## config.mk

```make
export PLATFORM = sky130hd
export DESIGN_NAME = dram_cmd_tracker
export DESIGN_NICKNAME = d
export VERILOG_FILES = /design/src/rtl/cmdtrk_pkg.sv /design/src/rtl/cmdtrk_decode.sv /design/src/rtl/cmdtrk_bank.sv /design/src/rtl/dram_cmd_tracker.sv
export SDC_FILE = /design/constraint.sdc
export NUM_CORES = 1
export LEC_CHECK = 0
export BUFFER_PORTS_ARGS = -buffer_cell sky130_fd_sc_hd__buf_4
export CORE_MARGIN = 1.5
export CORE_UTILIZATION = 60
export DETAILED_ROUTE_END_ITERATION = 10
export GPL_TIMING_DRIVEN = 0
export PLACE_DENSITY = 0.78
export SYNTH_ARGS = -nofsm -noshare
export SYNTH_HDL_FRONTEND = slang
export SYNTH_HIERARCHICAL = 1
export SYNTH_SLANG_ARGS = --single-unit
```

## constraint.sdc

```tcl
create_clock -name clk -period 11.6 [get_ports clk]
set_input_delay 3.48 -clock clk [delete_from_list [all_inputs] [get_ports clk]]
set_output_delay 3.48 -clock clk [all_outputs]
set_load 0.01 [all_outputs]
```

## src/rtl/cmdtrk_pkg.sv

```systemverilog
package cmdtrk_pkg;

    typedef enum logic [1:0] {
        CMD_ACT = 2'd0,
        CMD_RD  = 2'd1,
        CMD_WR  = 2'd2,
        CMD_PRE = 2'd3
    } cmd_e;

    localparam int ROW_W  = 18;
    localparam int COL_W  = 10;
    localparam int BA_W   = 2;
    localparam int AP_BIT = 10;
    localparam int BC_BIT = 12;
    localparam int LEN_W  = 4;
    localparam int TMR_W  = 3;

    typedef struct packed {
        logic act;
        logic rd;
        logic wr;
        logic pre;
    } cmd_flags_t;

    // effective burst length in data words
    function automatic logic [LEN_W-1:0] burst_len(input logic bl8);
        return bl8 ? 4'd8 : 4'd4;
    endfunction

    // two data words move per clock, so the burst lasts half its length in cycles
    function automatic logic [TMR_W-1:0] burst_cycles(input logic bl8);
        return bl8 ? 3'd4 : 3'd2;
    endfunction

endpackage

```

## src/rtl/cmdtrk_decode.sv

```systemverilog
module cmdtrk_decode
    import cmdtrk_pkg::*;
#(
    parameter int BG_W   = 2,
    parameter int BANK_W = BG_W + 2
) (
    input  logic                 cmd_valid,
    input  logic [1:0]           cmd_code,
    input  logic [BG_W-1:0]      bg_in,
    input  logic [BA_W-1:0]      ba_in,
    input  logic [ROW_W-1:0]     addr_in,
    input  logic                 otf_en,
    input  logic                 cfg_bl8,
    output cmd_flags_t           flags,
    output logic [BANK_W-1:0]    bank,
    output logic [COL_W-1:0]     col,
    output logic                 ap,
    output logic                 bl8
);

    always_comb begin
        flags = '0;
        if (cmd_valid) begin
            unique case (cmd_e'(cmd_code))
                CMD_ACT: flags.act = 1'b1;
                CMD_RD:  flags.rd  = 1'b1;
                CMD_WR:  flags.wr  = 1'b1;
                CMD_PRE: flags.pre = 1'b1;
                default: flags     = '0;
            endcase
        end
    end

    assign bank = {bg_in, ba_in};
    assign col  = addr_in[COL_W-1:0];
    assign ap   = addr_in[AP_BIT];
    assign bl8  = otf_en ? addr_in[BC_BIT] : cfg_bl8;

endmodule

```

## src/rtl/cmdtrk_bank.sv

```systemverilog
module cmdtrk_bank
    import cmdtrk_pkg::*;
(
    input  logic               clk,
    input  logic               rst,
    input  logic               act_go,
    input  logic               ap_go,
    input  logic               pre_go,
    input  logic [ROW_W-1:0]   row_in,
    input  logic [TMR_W-1:0]   ap_cycles,
    output logic               is_open,
    output logic               busy,
    output logic [ROW_W-1:0]   row_q
);

    logic [TMR_W-1:0] cnt;

    always_ff @(posedge clk) begin
        if (rst) begin
            is_open <= 1'b0;
            row_q   <= '0;
            cnt     <= '0;
        end else if (pre_go) begin
            is_open <= 1'b0;
            cnt     <= '0;
        end else if (act_go) begin
            is_open <= 1'b1;
            row_q   <= row_in;
        end else if (ap_go) begin
            cnt <= ap_cycles;
        end else if (cnt != '0) begin
            cnt <= cnt - 1'b1;
            if (cnt == TMR_W'(1)) is_open <= 1'b0;
        end
    end

    assign busy = (cnt != '0);


    row_hold_chk: assert property (@(posedge clk) disable iff (rst)
        is_open |=> $stable(row_q));


    close_src_chk: assert property (@(posedge clk) disable iff (rst)
        $fell(is_open) |-> $past(pre_go || cnt == TMR_W'(1)));


    pre_close_chk: assert property (@(posedge clk) disable iff (rst)
        pre_go |=> !is_open);

endmodule

```

## src/rtl/dram_cmd_tracker.sv

```systemverilog
module dram_cmd_tracker
    import cmdtrk_pkg::*;
#(
    parameter int WIDE_ORG = 0,
    parameter int BG_W     = (WIDE_ORG != 0) ? 1 : 2,
    parameter int BANK_W   = BG_W + BA_W,
    parameter int NBANK    = 1 << BANK_W
) (
    input  logic                 clk,
    input  logic                 rst,
    input  logic                 cmd_valid,
    input  logic [1:0]           cmd_code,
    input  logic [BG_W-1:0]      bg_in,
    input  logic [BA_W-1:0]      ba_in,
    input  logic [ROW_W-1:0]     addr_in,
    input  logic                 otf_en,
    input  logic                 cfg_bl8,
    output logic                 acc_valid,
    output logic                 acc_write,
    output logic [BANK_W-1:0]    acc_bank,
    output logic [COL_W-1:0]     acc_col,
    output logic [ROW_W-1:0]     acc_row,
    output logic                 acc_ap,
    output logic [LEN_W-1:0]     acc_len,
    output logic                 err_no_row,
    output logic                 err_row_open,
    output logic [NBANK-1:0]     bank_open
);

    cmd_flags_t          flags;
    logic [BANK_W-1:0]   dec_bank;
    logic [COL_W-1:0]    dec_col;
    logic                dec_ap;
    logic                dec_bl8;

    cmdtrk_decode #(.BG_W(BG_W), .BANK_W(BANK_W)) u_dec (
        .cmd_valid (cmd_valid),
        .cmd_code  (cmd_code),
        .bg_in     (bg_in),
        .ba_in     (ba_in),
        .addr_in   (addr_in),
        .otf_en    (otf_en),
        .cfg_bl8   (cfg_bl8),
        .flags     (flags),
        .bank      (dec_bank),
        .col       (dec_col),
        .ap        (dec_ap),
        .bl8       (dec_bl8)
    );

    logic [NBANK-1:0]  busy_vec;
    logic [ROW_W-1:0]  rows [NBANK];
    logic              col_cmd;
    logic              acc_ok;
    logic              acc_bad;
    logic              act_ok;
    logic              act_bad;
    logic              sel_open;
    logic              sel_busy;

    assign sel_open = bank_open[dec_bank];
    assign sel_busy = busy_vec[dec_bank];
    assign col_cmd  = flags.rd | flags.wr;
    assign acc_ok   = col_cmd & sel_open & ~sel_busy;
    assign acc_bad  = col_cmd & ~acc_ok;
    assign act_ok   = flags.act & ~sel_open;
    assign act_bad  = flags.act & sel_open;

    for (genvar i = 0; i < NBANK; i++) begin : g_bank
        logic hit;
        assign hit = (dec_bank == BANK_W'(i));

        cmdtrk_bank u_bank (
            .clk       (clk),
            .rst       (rst),
            .act_go    (act_ok & hit),
            .ap_go     (acc_ok & dec_ap & hit),
            .pre_go    (flags.pre & (dec_ap | hit)),
            .row_in    (addr_in),
            .ap_cycles (burst_cycles(dec_bl8)),
            .is_open   (bank_open[i]),
            .busy      (busy_vec[i]),
            .row_q     (rows[i])
        );
    end

    always_ff @(posedge clk) begin
        if (rst) begin
            acc_valid    <= 1'b0;
            acc_write    <= 1'b0;
            acc_bank     <= '0;
            acc_col      <= '0;
            acc_row      <= '0;
            acc_ap       <= 1'b0;
            acc_len      <= '0;
            err_no_row   <= 1'b0;
            err_row_open <= 1'b0;
        end else begin
            acc_valid    <= acc_ok;
            err_no_row   <= acc_bad;
            err_row_open <= act_bad;
            if (acc_ok) begin
                acc_write <= flags.wr;
                acc_bank  <= dec_bank;
                acc_col   <= dec_col;
                acc_row   <= rows[dec_bank];
                acc_ap    <= dec_ap;
                acc_len   <= burst_len(dec_bl8);
            end
        end
    end


    rst_clear_chk: assert property (@(posedge clk)
        rst |=> (bank_open == '0 && !acc_valid && !err_no_row && !err_row_open));


    excl_out_chk: assert property (@(posedge clk) disable iff (rst)
        $onehot0({acc_valid, err_no_row, err_row_open}));


    len_legal_chk: assert property (@(posedge clk) disable iff (rst)
        acc_valid |-> (acc_len == 4'd8 || acc_len == 4'd4));


    valid_open_chk: assert property (@(posedge clk) disable iff (rst)
        acc_valid |-> bank_open[acc_bank]);

endmodule

```

=== Word level (Yosys, flattened, before mapping) ===
Cells that the tools add are included.

* Register bits after elaboration: 393
* Output and inout bits: 57
* Input port bits: 29

* Mux-type cells: 111
* Order comparisons: 2
* $add $sub $neg: 16
* Reduce and logical (&&, ||, !) cells: 130
* Equal/unequal tests: 50
* Bitwise gates (word level): 107

{| class="wikitable"
|+ Operators with widths
! cell !! number
|-
| 2-to-1 mux 3 bit || 33
|-
| nonzero test 2 bit || 48
|-
| binary-select mux 18 bit (select 4 bit) || 1
|-
| 2-to-1 mux 1 bit || 71
|-
| AND reduction 2 bit || 32
|-
| AND 1 bit || 54
|-
| equality test 3 x 1 -> 1 bit (second input constant) || 16
|-
| AND reduction 3 bit || 16
|-
| nonzero test 3 bit || 16
|-
| subtractor 3 x 1 -> 3 bit (second input constant) || 16
|-
| 2-to-1 mux 18 bit || 2
|-
| inverter 1 bit || 35
|-
| equality test 4 bit (second input constant) || 8
|-
| inequality test 2 x 1 -> 1 bit (second input constant) || 16
|-
| OR reduction 2 bit || 16
|-
| bitwise OR 1 bit || 17
|-
| equality test 4 x 3 -> 1 bit (second input constant) || 4
|-
| binary-select mux 1 bit (select 4 bit) || 2
|-
| equality test 4 x 2 -> 1 bit (second input constant) || 2
|-
| 2-to-1 mux 4 bit || 2
|-
| greater-or-equal comparator 5 bit (second input constant) || 1
|-
| less-than comparator 4 x 5 -> 1 bit (second input constant) || 1
|-
| inverter 4 -> 5 bit || 1
|-
| equality test 2 bit (second input constant) || 2
|-
| other kinds (4) || 4
|}

=== Longest topological paths before layout ===
Gate-level depths: netlist of the first run.

* Depth after elaboration: 10
* Mapped depth: 14
* Gate-level depth less buffers: 11

=== Modules after synthesis ===
The synthesis of the first run kept the hierarchy.

{| class="wikitable"
|+ By module, submodules not included
! module !! sequential area each (um^2) !! times used !! area each (um^2) !! cells each
|-
| cmdtrk_bank || 440.4 || 16 || 903.4 || 112
|-
| dram_cmd_tracker || 780.7 || 1 || 4344.2 || 454
|-
| cmdtrk_decode || 0.0 || 1 || 158.9 || 20
|}

=== Least setup slack after synthesis of the first run ===
OpenSTA, ideal clock, no wires.

* Path type: input -> register
* Start: input ba_in[1]
* End: register g_bank[1].u_bank.row_q[10]
* Data arrival time: 6.114 ns
* Cell stages on the path: 14
* Library setup time: 0.070 ns
* Path buffers: 6
* Slack: 5.416 ns
* Path through: buf_4 buf_6 mux4_2 nand3b_1 and4_1 clkbuf_1 clkbuf_1 nand3_1 nor3_1 nor2b_1 buf_4 buf_4 nand2_1 a21oi_1

* Cells in the longest elaborated chain, start to end: 6
* Elaborated cells between the ends (all ways): 10

{| class="wikitable"
|+ RTL lines
! element !! RTL line !! RTL
|-
| start: declaration || dram_cmd_tracker.sv:14 || <nowiki>input logic [BA_W-1:0] ba_in,</nowiki>
|-
| binary-select mux 1 bit (select 4 bit) || dram_cmd_tracker.sv:61 || <nowiki>assign sel_open = bank_open[dec_bank];</nowiki>
|-
| 2-to-1 mux 1 bit (implied by the code) || dram_cmd_tracker.sv:61 ||
|-
| inverter 1 bit || dram_cmd_tracker.sv:66 || <nowiki>assign act_ok = flags.act & ~sel_open;</nowiki>
|-
| AND 1 bit || dram_cmd_tracker.sv:66 ||
|-
| AND 1 bit || dram_cmd_tracker.sv:76 || <nowiki>.act_go (act_ok & hit),</nowiki>
|-
| AND reduction 2 bit (no line) * || -- ||
|-
| end signal: assignment || cmdtrk_bank.sv:28 || <nowiki>row_q <= row_in;</nowiki>
|-
| end: declaration || cmdtrk_bank.sv:13 || <nowiki>output logic [ROW_W-1:0] row_q</nowiki>
|}

Mark *: on every way between the ends. The rest lies on a longest branch, timed or not. The select of a mux whose other input is x is not followed.
A chain may end at the register's enable or synchronous reset.

=== Final worst setup path of the first run ===
* Start: input bg_in[0]
* End: register g_bank[1].u_bank.row_q[7]

* Cells in the longest elaborated chain, start to end: 6
* Elaborated cells between the ends (all ways): 10

{| class="wikitable"
|+ RTL lines
! element !! RTL line !! RTL
|-
| start: declaration || dram_cmd_tracker.sv:13 || <nowiki>input logic [BG_W-1:0] bg_in,</nowiki>
|-
| binary-select mux 1 bit (select 4 bit) || dram_cmd_tracker.sv:61 ||
|-
| 2-to-1 mux 1 bit (implied by the code) || dram_cmd_tracker.sv:61 ||
|-
| inverter 1 bit || dram_cmd_tracker.sv:66 ||
|-
| AND 1 bit || dram_cmd_tracker.sv:66 ||
|-
| AND 1 bit || dram_cmd_tracker.sv:76 ||
|-
| AND reduction 2 bit (no line) * || -- ||
|}

Marked as above.

==> metrics.cfg, run 1 <==
[timing]
setup_tns_ps=0
slew_violations=0
fin_skew_ps=23.4
hold_slack_ps=452
fin_crit_sh_pct=59.9
hold_viol_final=0
rsz0062_at_grt=no
setup_viol=0
tightest_slew_ps=1220
max_freq_mhz=144
slew_headroom_pct=18.6
min_period_ps=6950

[setup_path]
end_kind=flop
arrival_ps=7420
start_kind=input pin
crit_fanout=10
cp.required_ps=12070
critPathKind=input pin to flop

[grt]
grt-ovfl-total=0
grt.total_usage_pct=31.2
grt_pass1_wl_um=82800
grt_antenna_before_repair=0
first_global_vias=16500
grt_max_degree=68

[power_and_ir_drop]
p_per_area_mw_per_mm2=158
ir_worst_vdd_v=0.000103
total_power_mw=3.39
leakagePower_nw=7.64

[routing]
drt_iter0_drc=1684
ant_nets=0
wire_per_inst_um=18.0
viasPerCell=5.90
routed_wl_um=51400
drc_errors=1
firstDrtPassIters=9
vias=16800

[synth]
async_flop_share_pct=0
synth_flop_cell=dfxtp_1
synth.most_common_cell=nand2_1
ys_types=44
synth-edff-count=0
synth_top_family_by_area=simple AND/OR/NAND/NOR gates
synth_area_mm2=0.0190
synthAdderAreaFrac_pct=3.17
synth_seq_cells=391
synth_area_leaders=dfxtp_1, nand2_1, a21oi_1
synth_top_cell_by_area=dfxtp_1
yosysSeqAreaShare_pct=41.3
synthSimpleGateAreaFrac_pct=20.5
syn_area_per_cell_um2=8.37
ys.warnings.count=6
synth_compound_area_share_pct=17.4
synthXorXnorAreaFrac_pct=0
synth_cells=2266
synth_top_area_share_pct=41.3
synthMuxAreaShare_pct=10.5
synth.top_cells.by_count=nand2_1, dfxtp_1, a21oi_1

[hold_path]
hold_class=flop to flop

[clock_tree]
post_cts_buffers=0
cts_tree=yes
hold_buffers=0
cts_resized=0
clk_latency_ps=550
htreeDepth=2
cts_buffer_depth=3
numClockSinks=391
root_buffer=clkbuf_16
clk_transition_reported_paths_ps=60
cts_made_buffers=41

[final_layout]
fin_nets=2498
antenna_cells=0
drive_gt1_share_pct=14.5
fin_cells=2849
n_fill_cell=2453
syn_to_final_growth_pct=13.4

[placed_design]
dp.cells=2774
hpwl_um=38400
routabilityCongestion=0.922
io_buffers=79

[run_status]
status=complete, but fails checks
violations=DRC

[floorplan]
pin_count=86
die_x_um=181
die-area_mm2=0.0327
core_area_mm2=0.0308
placementRows=64
die_h_um=181
start_util_pct=61.5

[flow_run]
max_cap_violations=0

power breakdown:
group / switching, mW / leakage, nW / internal (mW) / total, mW
clock network: 0.542 / 0.664 / 0.740 / 1.28
logic: 0.381 / 3.82 / 0.257 / 0.639
registers: 0.0547 / 3.16 / 1.41 / 1.47
registers in the layout (all words and copies together), names as in the netlist:
name / flops
acc_len: 2
err_row_open: 1
acc_col: 10
acc_ap: 1
acc_row: 18
acc_valid: 1
acc_bank: 4
acc_write: 1
err_no_row: 1
g_bank.u_bank/row_q: 288
g_bank.u_bank/is_open: 16
g_bank.u_bank/cnt: 48
worst paths after layout:
path                            cells after the start  slack, ps                                     from                                       to
worst max-delay path                               14       4650                                 bg_in[0]   g_bank[1].u_bank/row_q[7]$_SDFFE_PP0P_
worst min-delay path                                2        450  g_bank[9].u_bank/row_q[15]$_SDFFE_PP0P_  g_bank[9].u_bank/row_q[15]$_SDFFE_PP0P_
worst max register to register                     12       7600   g_bank[10].u_bank/is_open$_SDFFE_PP0P_   g_bank[1].u_bank/row_q[7]$_SDFFE_PP0P_
worst min register to register                      2        450  g_bank[9].u_bank/row_q[15]$_SDFFE_PP0P_  g_bank[9].u_bank/row_q[15]$_SDFFE_PP0P_
routing by layer:
metal / GRT usage [%] / part of all wire, % / vias to the layer above / routed length [um]
li1: - / - / 8092 / -
met1: 40.8 / 43 / 7996 / 22000
met2: 53.1 / 48 / 629 / 24600
met3: 4.66 / 7.0 / 89 / 3600
met4: 10.3 / 2.4 / 0 / 1240
met5: 0 / 0 / - / 0
worst max-delay path, cell delays in order:
cell and delay (ps):
buf_4 70, clkbuf_1 400, mux4_2 420, nand3b_1 120, and4_1 190, clkbuf_1 340
clkbuf_1 480, nand3_1 340, nor3_1 740, nor2b_1 230, buf_4 180, buf_4 190
nand2_1 70, a21oi_1 140
per-stage QoR:
| stage | setup slack (ps) | area, um^2 | util, % |
|---|---|---|---|
| 2_1_floorplan | 5420 | 19100 | - |
| 3_3_place_gp | 4430 | 20200 | 65.4 |
| 3_5_place_dp | 4320 | 20200 | 65.4 |
| 4_1_cts | 4860 | 21500 | 69.7 |
| 5_1_grt | 4480 | 21500 | 69.7 |
| 6_report | 4650 | 21500 | 69.7 |
area by class of cell:
| cell class | count | area, um^2 | share of cell area, % |
|---|---|---|---|
| multi-input cells | 1656 | 9890 | 46.0 |
| inverters | 65 | 244 | 1.14 |
| repair buffers | 79 | 593 | 2.76 |
| clock buffers | 63 | 1240 | 5.77 |
| clock inverters | 12 | 86.3 | 0.402 |
| flip-flops and latches | 391 | 7830 | 36.4 |
| well taps | 396 | 495 | 2.31 |
| plain buffers | 187 | 1110 | 5.19 |
cell usage in the layout, fill, tap and decap left out, types with 34 or more instances in the layout:
cell type  Yosys  layout
conb_1         1      34
nand2_1      623     623
dfxtp_1      391     391
clkbuf_16      0      42
clkbuf_1      72      82
nand2b_1      35      35
buf_4         66     145
a22oi_1       36      36
o21ai_0       68      68
ha_1          48      48
inv_1         65      65
nand3_1       41      41
mux4_2        79      79
nor2b_1       34      34
nor2_1        87      87
a21oi_1      384     384
logic make-up (layout without fill, tap and decap cells):
family / Yosys count / count (layout)
buffers and inverters: 252 / 406
flip-flops: 391 / 391
adder cells (fa/ha/maj): 48 / 48
AND/OR/NAND/NOR: 900 / 900
AO/OA/AOI/OAI: 575 / 575
other: 1 / 34
multiplexers: 99 / 99
(Power assumes the default switching activity.)
==> run 2, diff against run 1 <==
--- a/config.mk
+++ b/config.mk
@@ -7,10 +7,10 @@
 export LEC_CHECK = 0
 export BUFFER_PORTS_ARGS = -buffer_cell sky130_fd_sc_hd__buf_4
 export CORE_MARGIN = 1.5
-export CORE_UTILIZATION = 60
+export CORE_UTILIZATION = 56
 export DETAILED_ROUTE_END_ITERATION = 10
 export GPL_TIMING_DRIVEN = 0
-export PLACE_DENSITY = 0.78
+export PLACE_DENSITY = 0.76
 export SYNTH_ARGS = -nofsm -noshare
 export SYNTH_HDL_FRONTEND = slang
 export SYNTH_HIERARCHICAL = 1
==> constraint.sdc (replaced) <==
create_clock -name clk -period 5.8 [get_ports clk]
set_input_delay 1.74 -clock clk [delete_from_list [all_inputs] [get_ports clk]]
set_output_delay 1.74 -clock clk [all_outputs]
set_load 0.01 [all_outputs]
==> metrics.cfg, run 2 (synthesis results as in run 1) <==
[clock_tree]
cts_tree=yes
hold_buffers=0
cts_resized=0
cts_buffer_depth=3
post_cts_buffers=0
clk_latency_ps=540
clk_transition_reported_paths_ps=60
numClockSinks=391
htreeDepth=2
cts_made_buffers=41
root_buffer=clkbuf_16

[routing]
wire_per_inst_um=17.8
routed_wl_um=51600
firstDrtPassIters=8
ant_nets=0
viasPerCell=5.80
vias=16800
drc_errors=0
drt_iter0_drc=1827

[final_layout]
fin_nets=2498
syn_to_final_growth_pct=14.7
antenna_cells=0
final_common_cell=nand2_1
final_util_pct=65.0
layout_common_cells=nand2_1, dfxtp_1, a21oi_1, buf_4, nor2_1
drive_gt1_share_pct=14.7
top_register=g_bank.u_bank/row_q
largestRegisters=g_bank.u_bank/row_q (288), g_bank.u_bank/cnt (48), acc_row (18)
largest_reg_flops=288

[power_and_ir_drop]
comb_power_share_pct=17.9
internal_power_mw=5.14
leakagePower_nw=7.71
power_frac_seq_pct=41.2
swShare_pct=27.9
p_switching_mw=1.99
pwr-share-clk_pct=40.9
p_per_area_mw_per_mm2=328
ir_worst_vdd_v=0.000203

[floorplan]
placementRows=67
die_h_um=187
die-area_mm2=0.0350
pin_count=86
start_util_pct=56.7
die_x_um=187
core_area_mm2=0.0334

[setup_path]
crit_fanout=10
critPathKind=input pin to flop
start_kind=input pin
cp.required_ps=6260
end_kind=flop
arrival_ps=5560

[grt]
grt_pass1_wl_um=82100
grt.total_usage_pct=28.7
grt-ovfl-total=0
grt_antenna_before_repair=0
grt_max_degree=68
first_global_vias=15900

[timing]
max_freq_mhz=196
rsz0062_at_grt=no
fin_crit_sh_pct=87.9
slew_headroom_pct=15.2
min_period_ps=5100
setup_viol=0
setup_tns_ps=0
tightest_slew_ps=1270
hold_viol_final=0
slew_violations=0
fin_skew_ps=12.8

[placed_design]
routabilityCongestion=0.968
io_buffers=79
hpwl_um=38600

[flow_run]
max_cap_violations=0

[hold_path]
hold_class=flop to flop

[run_status]
status=completed

==> run 2: cell types whose count changed in the layout (fill, tap and decap cells not counted), sizes merged <==
cell	previous run	this run
bufinv	0	9
clkinvlp	0	3
clkinv	11	9
clkbuf	135	124
inv	66	67
==> run 2: through the flow <==
| stage | std cells | setup slack, ps | instance area [um^2] | hold WS [ps] | total power, mW |
|---|---|---|---|---|---|
| 4_1_cts | 2901 | 871 | 21700 | 452 | 7.13 |
| 2_1_floorplan | 2299 | 1360 | 19100 | 433 | 3.89 |
| 5_1_grt | 2901 | 502 | 21700 | 466 | 7.42 |
| 6_report | 2901 | 702 | 21700 | 453 | 7.13 |
| 3_5_place_dp | 2826 | 309 | 20200 | 444 | 4.22 |
| 3_3_place_gp | 2826 | 409 | 20200 | 438 | 4.15 |
==> run 2: routing by layer <==
metal  part of all wire, %  routed length (um)  global-route usage, %
met2                    48               24900                   49.6
met3                   7.0                3610                   3.98
met4                   2.3                1190                   8.16
met1                    42               21900                   37.6
met5                     0                   0                      0
==> run 2: critical path: stages <==
cell and delay (ps):
buf_4 70, clkbuf_1 390, mux4_2 430, nand3b_1 130, and4_1 200, clkbuf_1 340, clkbuf_1 460, nand3_1 290
nor3_1 700, nor2b_1 210, buf_4 170, buf_4 180, nand2_1 80, a21oi_1 150
==> run 2: final timing paths <==
kind / from / to / slack, ps / cells past startpoint
max: bg_in[0] / g_bank[1].u_bank/row_q[14]$_SDFFE_PP0P_ / 700 / 14
min: g_bank[5].u_bank/row_q[1]$_SDFFE_PP0P_ / g_bank[5].u_bank/row_q[1]$_SDFFE_PP0P_ / 450 / 2
max reg2reg: g_bank[10].u_bank/is_open$_SDFFE_PP0P_ / g_bank[1].u_bank/row_q[14]$_SDFFE_PP0P_ / 1910 / 12
min reg2reg: g_bank[5].u_bank/row_q[1]$_SDFFE_PP0P_ / g_bank[5].u_bank/row_q[1]$_SDFFE_PP0P_ / 450 / 2
==> run 2: cell type report <==
type / count / area (um^2)
plain buffers: 187 / 1110
clock buffers: 52 / 1130
clock inverters: 23 / 385
fillers: 2721 / 11700
inverters: 65 / 244
multi-input cells: 1656 / 9890
flip-flops and latches: 391 / 7830
well taps: 448 / 561
repair buffers: 79 / 593
==> run 2: power groups by stage <==
| stage | combinational, mW | clock, mW | sequential (mW) |
|---|---|---|---|
| 4_1_cts | 1.25 | 2.95 | 2.93 |
| 2_1_floorplan | 0.925 | 0 | 2.97 |
| 6_report | 1.27 | 2.91 | 2.94 |
| 3_5_place_dp | 1.23 | 0 | 2.99 |
| 5_1_grt | 1.41 | 3.06 | 2.95 |
| 3_3_place_gp | 1.17 | 0 | 2.98 |
